`src/rtl/mpsz_tlb_pkg.sv`:
```
package mpsz_tlb_pkg;
  localparam int OFF_W = 13;

  typedef enum logic [1:0] {
    ST_LOOK  = 2'b00,
    ST_WALK  = 2'b01,
    ST_FAULT = 2'b10
  } ctl_state_e;

  // page-size code -> low page-number bits passed through
  function automatic int pass_bits(input logic [1:0] code);
    case (code)
      2'b00:   return 0;
      2'b01:   return 3;
      2'b10:   return 5;
      default: return 9;
    endcase
  endfunction
endpackage

```
`src/rtl/mpsz_tlb_cmp.sv`:
```
module mpsz_tlb_cmp import mpsz_tlb_pkg::*; #(
  parameter int VPN_W = 19,
  parameter int PPN_W = 19
) (
  input  logic             valid,
  input  logic [1:0]       size,
  input  logic [VPN_W-1:0] tag,
  input  logic [PPN_W-1:0] base,
  input  logic [VPN_W-1:0] vpn,
  output logic             match,
  output logic [PPN_W-1:0] pn
);
  int               extra;
  logic [VPN_W-1:0] vmask;
  logic [PPN_W-1:0] pmask;
  logic [PPN_W-1:0] vlow;

  always_comb begin
    extra = pass_bits(size);
    for (int i = 0; i < VPN_W; i++) vmask[i] = (i < extra);
    for (int i = 0; i < PPN_W; i++) pmask[i] = (i < extra);
  end

  assign vlow  = PPN_W'(vpn);
  assign match = valid && (((tag ^ vpn) & ~vmask) == '0);
  assign pn    = (base & ~pmask) | (vlow & pmask);
endmodule

```
`src/rtl/mpsz_tlb_victim.sv`:
```
module mpsz_tlb_victim #(
  parameter int ENTRIES = 8,
  localparam int IDX_W  = $clog2(ENTRIES)
) (
  input  logic               clk,
  input  logic               rst,
  input  logic               flush,
  input  logic [ENTRIES-1:0] valid,
  input  logic               install,
  output logic [IDX_W-1:0]   victim
);
  logic [IDX_W-1:0] rr_q;
  logic             all_valid;

  assign all_valid = &valid;

  always_comb begin
    victim = rr_q;
    for (int i = ENTRIES - 1; i >= 0; i--)
      if (!valid[i]) victim = IDX_W'(i);
  end

  always_ff @(posedge clk) begin
    if (rst || flush)
      rr_q <= '0;
    else if (install && all_valid)
      rr_q <= (rr_q == IDX_W'(ENTRIES - 1)) ? '0 : rr_q + 1'b1;
  end


  victim_invalid_chk: assert property (@(posedge clk) disable iff (rst)
    (install && !all_valid) |-> !valid[victim]);
endmodule

```
`src/rtl/mpsz_tlb_ctrl.sv`:
```
module mpsz_tlb_ctrl import mpsz_tlb_pkg::*; (
  input  logic clk,
  input  logic rst,
  input  logic req_valid,
  input  logic any_hit,
  input  logic walk_rsp_valid,
  input  logic walk_rsp_fault,
  output logic req_ready,
  output logic in_fault,
  output logic walk_req,
  output logic install
);
  ctl_state_e st_q;

  always_ff @(posedge clk) begin
    if (rst) st_q <= ST_LOOK;
    else begin
      case (st_q)
        ST_LOOK:  if (req_valid && !any_hit) st_q <= ST_WALK;
        ST_WALK:  if (walk_rsp_valid) st_q <= walk_rsp_fault ? ST_FAULT : ST_LOOK;
        ST_FAULT: if (req_valid) st_q <= ST_LOOK;
        default:  st_q <= ST_LOOK;
      endcase
    end
  end

  assign walk_req  = (st_q == ST_WALK);
  assign in_fault  = (st_q == ST_FAULT);
  assign req_ready = ((st_q == ST_LOOK) && any_hit) || in_fault;
  assign install   = walk_req && walk_rsp_valid && !walk_rsp_fault;


  walk_hold_chk: assert property (@(posedge clk) disable iff (rst)
    (walk_req && !walk_rsp_valid) |=> walk_req);


  fault_report_chk: assert property (@(posedge clk) disable iff (rst)
    (walk_req && walk_rsp_valid && walk_rsp_fault) |=> (req_ready && in_fault));
endmodule

```
`src/rtl/mpsz_tlb.sv`:
```
module mpsz_tlb import mpsz_tlb_pkg::*; #(
  parameter int ENTRIES = 8,
  parameter int VA_W    = 32,
  parameter int PA_W    = 32
) (
  input  logic                  clk,
  input  logic                  rst,
  input  logic                  flush,
  input  logic                  req_valid,
  input  logic [VA_W-1:0]       req_va,
  output logic                  req_ready,
  output logic [PA_W-1:0]       rsp_pa,
  output logic                  rsp_fault,
  output logic                  rsp_multi,
  output logic                  walk_req,
  output logic [VA_W-OFF_W-1:0] walk_vpn,
  input  logic                  walk_rsp_valid,
  input  logic                  walk_rsp_fault,
  input  logic [1:0]            walk_rsp_size,
  input  logic [PA_W-OFF_W-1:0] walk_rsp_pbase
);
  localparam int VPN_W = VA_W - OFF_W;
  localparam int PPN_W = PA_W - OFF_W;
  localparam int IDX_W = $clog2(ENTRIES);

  logic [VPN_W-1:0]   tag_q  [ENTRIES];
  logic [PPN_W-1:0]   base_q [ENTRIES];
  logic [1:0]         size_q [ENTRIES];
  logic [ENTRIES-1:0] valid_q;

  logic [ENTRIES-1:0] hit_vec;
  logic [PPN_W-1:0]   pn_arr [ENTRIES];
  logic [VPN_W-1:0]   lk_vpn;
  logic [IDX_W-1:0]   sel, victim;
  logic               any_hit, multi, install;

  assign lk_vpn   = req_va[VA_W-1:OFF_W];
  assign walk_vpn = lk_vpn;

  for (genvar g = 0; g < ENTRIES; g++) begin : g_ent
    mpsz_tlb_cmp #(.VPN_W(VPN_W), .PPN_W(PPN_W)) u_cmp (
      .valid (valid_q[g]),
      .size  (size_q[g]),
      .tag   (tag_q[g]),
      .base  (base_q[g]),
      .vpn   (lk_vpn),
      .match (hit_vec[g]),
      .pn    (pn_arr[g])
    );
  end

  always_comb begin
    sel = '0;
    for (int i = ENTRIES - 1; i >= 0; i--)
      if (hit_vec[i]) sel = IDX_W'(i);
  end

  assign any_hit = |hit_vec;
  assign multi   = ($countones(hit_vec) > 1);
  assign rsp_pa  = {pn_arr[sel], req_va[OFF_W-1:0]};
  assign rsp_multi = multi && req_ready && !rsp_fault;

  mpsz_tlb_ctrl u_ctrl (
    .clk            (clk),
    .rst            (rst),
    .req_valid      (req_valid),
    .any_hit        (any_hit),
    .walk_rsp_valid (walk_rsp_valid),
    .walk_rsp_fault (walk_rsp_fault),
    .req_ready      (req_ready),
    .in_fault       (rsp_fault),
    .walk_req       (walk_req),
    .install        (install)
  );

  mpsz_tlb_victim #(.ENTRIES(ENTRIES)) u_victim (
    .clk     (clk),
    .rst     (rst),
    .flush   (flush),
    .valid   (valid_q),
    .install (install),
    .victim  (victim)
  );

  // entry payload: write-only-on-refill array
  always_ff @(posedge clk) begin
    if (install) begin
      tag_q[victim]  <= lk_vpn;
      base_q[victim] <= walk_rsp_pbase;
      size_q[victim] <= walk_rsp_size;
    end
  end

  always_ff @(posedge clk) begin
    if (rst || flush) valid_q <= '0;
    else if (install) valid_q[victim] <= 1'b1;
  end


  flush_empty_chk: assert property (@(posedge clk) disable iff (rst)
    flush |=> !any_hit);


  install_valid_chk: assert property (@(posedge clk) disable iff (rst)
    (install && !flush) |=> valid_q[$past(victim)]);


  fault_nostore_chk: assert property (@(posedge clk) disable iff (rst)
    (walk_req && walk_rsp_valid && walk_rsp_fault && !flush) |=> $stable(valid_q));


  multi_sel_chk: assert property (@(posedge clk) disable iff (rst)
    rsp_multi |-> (hit_vec[sel] && $countones(hit_vec) >= 2));
endmodule

```
`config.mk`:
```
export PLATFORM = sky130hd
export DESIGN_NAME = mpsz_tlb
export DESIGN_NICKNAME = d
export VERILOG_FILES = /design/src/rtl/mpsz_tlb_pkg.sv /design/src/rtl/mpsz_tlb_cmp.sv /design/src/rtl/mpsz_tlb_victim.sv /design/src/rtl/mpsz_tlb_ctrl.sv /design/src/rtl/mpsz_tlb.sv
export SDC_FILE = /design/constraint.sdc
export NUM_CORES = 1
export LEC_CHECK = 0
export BUFFER_PORTS_ARGS = -buffer_cell sky130_fd_sc_hd__buf_2
export CELL_PAD_IN_SITES_DETAIL_PLACEMENT = 1
export CELL_PAD_IN_SITES_GLOBAL_PLACEMENT = 2
export CORE_ASPECT_RATIO = 1.75
export CORE_MARGIN = 3
export CORE_UTILIZATION = 45
export CTS_CLUSTER_DIAMETER = 40
export DETAILED_ROUTE_END_ITERATION = 6
export PLACE_DENSITY = 0.8
export SETUP_SLACK_MARGIN = 0.2
export SLEW_MARGIN = 0
export SYNTH_ARGS = -nofsm -noshare
export SYNTH_HDL_FRONTEND = slang
export SYNTH_SLANG_ARGS = --single-unit
```
`constraint.sdc`:
```
create_clock -name clk -period 11.05 [get_ports clk]
set_input_delay 1.105 -clock clk [delete_from_list [all_inputs] [get_ports clk]]
set_output_delay 1.105 -clock clk [all_outputs]
set_load 0.03 [all_outputs]
```
### Yosys cells after proc, flatten, opt, wreduce, memory -nomap -nowiden

Memories as Yosys holds them, arrays and structs flattened.
Index checks and enable logic that the tools add are counted.

| cells by class | value |
|---|---|
| add/sub/neg operators | 8 |
| $lt $le $gt $ge | 156 |
| equal/unequal tests | 22 |
| mux-type cells | 37 |
| bitwise logic cells | 50 |
| reductions and logical operators | 41 |

Operators with widths:

| operator | count |
|---|---|
| AND 19 bit | 24 |
| < comparator 4 bit (first input constant) | 64 |
| zero test 19 bit | 8 |
| inverter 19 bit | 8 |
| OR 19 bit | 8 |
| XOR 19 bit | 8 |
| < comparator 3 x 4 -> 1 bit (first input constant) | 32 |
| < comparator 5 x 4 -> 1 bit (first input constant) | 24 |
| case mux 4 bit (3 select lines) | 8 |
| < comparator 1 x 4 -> 1 bit (first input constant) | 16 |
| < comparator 2 x 4 -> 1 bit (first input constant) | 16 |
| binary-select mux 19 bit (select 3 bit) | 1 |
| 2-to-1 mux 3 bit | 17 |
| 2-to-1 mux 19 bit | 2 |
| equality test 2 x 1 -> 1 bit (second input constant) | 9 |
| equality test 2 bit (second input constant) | 9 |
| zero test 2 bit | 9 |
| logical AND 1 bit | 16 |
| adder 1 x 1 -> 2 bit | 4 |
| 2-to-1 mux 2 bit | 4 |
| OR 8 bit | 1 |
| AND reduction 8 bit | 1 |
| OR reduction 8 bit | 1 |
| adder 2 x 2 -> 3 bit | 2 |
| other kinds (16) | 22 |

| word-level totals | value |
|---|---|
| register bits | 13 |
| RAM bits | 320 |
| input port bits | 59 |
| output and inout port bits | 55 |
| word-level logic and storage cells | 320 |
| memories kept | 3 |

Memory list:

| name | depth | bits a word | read ports | clocked after memory_dff | wr ports | RTL line | text |
|---|---|---|---|---|---|---|---|
| base_q | 8 | 19 | 8 | 0 | 1 | mpsz_tlb.sv:27 | `logic [PPN_W-1:0] base_q [ENTRIES];` |
| tag_q | 8 | 19 | 8 | 0 | 1 | mpsz_tlb.sv:26 | `logic [VPN_W-1:0] tag_q [ENTRIES];` |
| size_q | 8 | 2 | 8 | 0 | 1 | mpsz_tlb.sv:28 | `logic [1:0] size_q [ENTRIES];` |

### Depth between registers and ports, before layout

An unclocked memory read counts as a cell.

| logic depth | value |
|---|---|
| depth after elaboration | 20 |
| mapped depth | 16 |
| mapped depth without buffers | 15 |

### Cells and area by module

A second synthesis with hierarchy kept.

| second synthesis, totals | value |
|---|---|
| cell total of the unflattened synthesis | 1086 |
| area total of the unflattened synthesis | 15532.4 sq um |

By module, submodules not included:

| module | instances | cells each | area each (sq um) | sequential area each (sq um) |
|---|---|---|---|---|
| mpsz_tlb | 1 | 643 | 12009.0 | 9769.4 |
| mpsz_tlb_cmp | 8 | 50 | 396.6 | 0.0 |
| mpsz_tlb_victim | 1 | 30 | 227.7 | 60.1 |
| mpsz_tlb_ctrl | 1 | 13 | 122.6 | 40.0 |

### Worst setup path before layout

OpenSTA, ideal clock, no wires.

| path | value |
|---|---|
| path type | input to output |
| start point | input req_va[21] |
| end point | output rsp_multi |
| arrival time | 6.019 ns |
| required time | 9.945 ns |
| path slack | 3.926 ns |
| stages | 14 |
| path buffers | 1 |
| cells stage by stage | buf_2 > xor2_1 > nor4_1 > a31oi_1 > nor3_1 > fa_1 > inv_1 > fa_1 > fa_1 > inv_1 > ha_1 > fa_1 > a21oi_1 > a2111oi_0 |

| between the ends | value |
|---|---|
| cells in the longest elaborated chain, start to end | 10 |
| elaborated cells between the ends (all ways) | 45 |
| those cells by class | add/sub: 7; order compare: 1; bitwise: 16; reduce/logical: 21 |

Ends and longest elaborated chain:

| what | RTL line | text |
|---|---|---|
| start: declaration | mpsz_tlb.sv:10 | `input logic [VA_W-1:0] req_va,` |
| XOR 19 bit | mpsz_tlb_cmp.sv:25 | `assign match = valid && (((tag ^ vpn) & ~vmask) == '0);` |
| AND 19 bit | mpsz_tlb_cmp.sv:25 |  |
| zero test 19 bit | mpsz_tlb_cmp.sv:25 |  |
| logical AND 1 bit | mpsz_tlb_cmp.sv:25 |  |
| adder 1 x 1 -> 2 bit (not written as such) | mpsz_tlb.sv:59 | `assign multi = ($countones(hit_vec) > 1);` |
| adder 2 x 2 -> 3 bit (not written as such) | mpsz_tlb.sv:59 |  |
| adder 3 x 3 -> 4 bit (not written as such) | mpsz_tlb.sv:59 |  |
| > comparator 4 x 1 -> 1 bit | mpsz_tlb.sv:59 |  |
| logical AND 1 bit (*) (2 in a row) | mpsz_tlb.sv:61 | `assign rsp_multi = multi && req_ready && !rsp_fault;` |
| end: declaration | mpsz_tlb.sv:14 | `output logic rsp_multi,` |

Mark *: on every way between the ends. The rest lies on a longest branch, timed or not.

### Worst setup path in the final report

Same ends and word-level chain as after synthesis.

==> impl_metrics.ini <==
[global_routing]
grt-ovfl-total = 0
grt_start_max_net_pins = 52
grt_pass1_vias = 10130
grt_pass1_wl_um = 63060
antenna_found_initial = 2
track_usage_pct = 23.08

[sta]
tightest_slew_ps = 1066
period_needed_ps = 7099
setup_violations = 0
rsz0062_at_grt = no
slew-limit-headroom_pct = 28.56
hold_viol_final = 0
whs_ps = 552.8
finalSetupTns_ps = 0
skew_ps = 16.37
finalCritPeriodShare_pct = 64.25
max_freq_mhz = 140.9
final_max_slew_viol_count = 0

[yosys]
synth-edff-count = 320
synthTopCellsByCount = edfxtp_1 (320), xnor2_1 (134), a21oi_1 (46)
ys_ff_latch = 333
synthDominantCellAreaShare_pct = 62.84
synth_flop_cell = edfxtp_1
async_flop_share_pct = 0
avgSynthCellArea_um2 = 13.75
synth_top_cell_by_area = edfxtp_1
syn-instance-count = 1112
syn_area_mm2 = 0.01529
synthTopCellsByArea = edfxtp_1 (63%), xnor2_1 (7.7%), mux2i_1 (2.7%), buf_4 (1.9%), dfxtp_1 (1.7%)
ys.warnings.count = 0
yosysSeqAreaShare_pct = 64.54
synth.distinct_cells = 73
yosysMostFrequentCell = edfxtp_1
synth_nets = 1181

[clock_network]
post_cts_resized = 0
clockRootBuffer = clkbuf_16
cts_tree = done
cts.path.max_buffers = 3
tritoncts.num_buffers = 35
cts_setup_buffers = 0
cts.sinks = 333
htreeDepth = 2
hold_buffers = 0
clock_latency_ps = 530
clk_pin_slew_ps = 60

[floorplan]
die_x_um = 145.3
core_mm2 = 0.03325
fp.dieArea_mm2 = 0.03632
rows = 88
dieHeight_um = 249.9
initial_utilization_pct = 45.99
boundaryPins = 114

[detailed_routing]
wl_per_cell_um = 25.86
routed_wl_um = 42590
first_iter_violations = 631
drc = 0
ant_nets = 0
vias = 9588
dr.pass1.iters = 5
via_per_inst = 5.821

[layout]
drive_gt1_share_pct = 15.72
layout.nets = 1239
area_growth_pct = 11.55

[setup_path]
critPathArrivalTime_ps = 5990
cp.required_ps = 9950
worstSetupStartpointType = input pin
cp-end-kind = output pin
crit_fanout = 18
worstSetupPathType = input pin to output pin

[outcome]
outcome = complete, no violations

[power]
vdd_ir_drop_max_mv = 0.1608
finalPower_w = 0.002609
leakage_nw = 5.502
power_density_mw_per_mm2 = 153.0

[flow_run]
drv_cap = 0

[place]
dp_hpwl_um = 28230
globalplace.congestion = 0.8601
portBuffers = 87

[worst_hold_path]
hold_path.class = flop to flop
where the power goes:
part | internal [W] | total (W) | switching, W
registers | 0.00139 | 0.00139 | 0.00000245
clock network | 0.000617 | 0.00111 | 0.000491
logic | 0.0000346 | 0.000113 | 0.0000780
through the flow:
| step | std cells | util, % | area, um^2 | setup slack [ps] |
|---|---|---|---|---|
| 6_report | 1647 | 51.30 | 17060 | 3951 |
| 5_1_grt | 1646 | 51.29 | 17060 | 3451 |
| 4_1_cts | 1646 | 51.29 | 17060 | 3822 |
| 3_5_place_dp | 1583 | 48.04 | 15970 | 3841 |
| 3_3_place_gp | 1583 | 48.04 | 15970 | 3837 |
| 2_1_floorplan | 1112 | - | 15290 | 3926 |
worst max-delay path, cell delays in order:
cell,delay (ps)
buf_2,340
xor2_1,110
nor4_1,760
a31oi_1,250
nor3_1,440
fa_1,490
inv_1,80
fa_1,420
fa_1,490
inv_1,40
ha_1,200
fa_1,390
nand3_1,100
a21oi_1,80
a2111oi_0,420
buf_2,280
state kept, by name, summed over array words and instances, names as in the netlist:
| name | count |
|---|---|
| u_victim.rr_q | 3 |
| tag_q | 152 |
| size_q | 16 |
| valid_q | 8 |
| base_q | 152 |
| u_ctrl.st_q | 2 |
layout make-up:
| type | instances | area, um^2 |
|---|---|---|
| well taps | 450 | 563.0 |
| flip-flops and latches | 333 | 9869 |
| multi-input cells | 680 | 4915 |
| clock inverters | 21 | 136.4 |
| inverters | 15 | 56.30 |
| diodes | 1 | 2.502 |
| clock buffers | 42 | 944.7 |
| repair buffers | 105 | 570.5 |
| fillers | 3368 | 16190 |
worst paths after layout:
path,cells past startpoint,slack (ps),from,end
max reg2reg,6,7760,u_ctrl.st_q[0],base_q[4][17]
min reg2reg,1,550,u_ctrl.st_q[1],u_ctrl.st_q[0]
max,16,3950,req_va[21],rsp_multi
min,1,550,u_ctrl.st_q[1],u_ctrl.st_q[0]
cells in the final DEF, fill, tap and decap left out, types with 33 or more instances in the layout:
master     count
a21oi_1       46
buf_2         87
clkbuf_16     37
edfxtp_1     320
mux2i_1       41
nand2_1       33
nand3_1       43
nand4_1       35
nor2_1        34
nor3_1        34
xnor2_1      134
cells by family (layout without fill, tap and decap cells):
group,count (synthesis),in the layout,synth area share (%)
flops,333,333,64.54
fa+ha+maj,10,10,1.015
buf+inv,99,183,3.780
xor+xnor,152,152,8.706
compound gates,173,173,7.855
simple gates,291,291,10.46
other cells,0,1,0
mux,54,54,3.641
layer usage:
layer | global-route usage (%) | vias up | routed length [um]
met5 | 0 | - | 12
met4 | 11.30 | 2 | 2227
met3 | 2.961 | 105 | 1439
met1 | 24.00 | 4913 | 15190
met2 | 44.96 | 237 | 23720
li1 | - | 4331 | -
(Power assumes the default switching activity.)
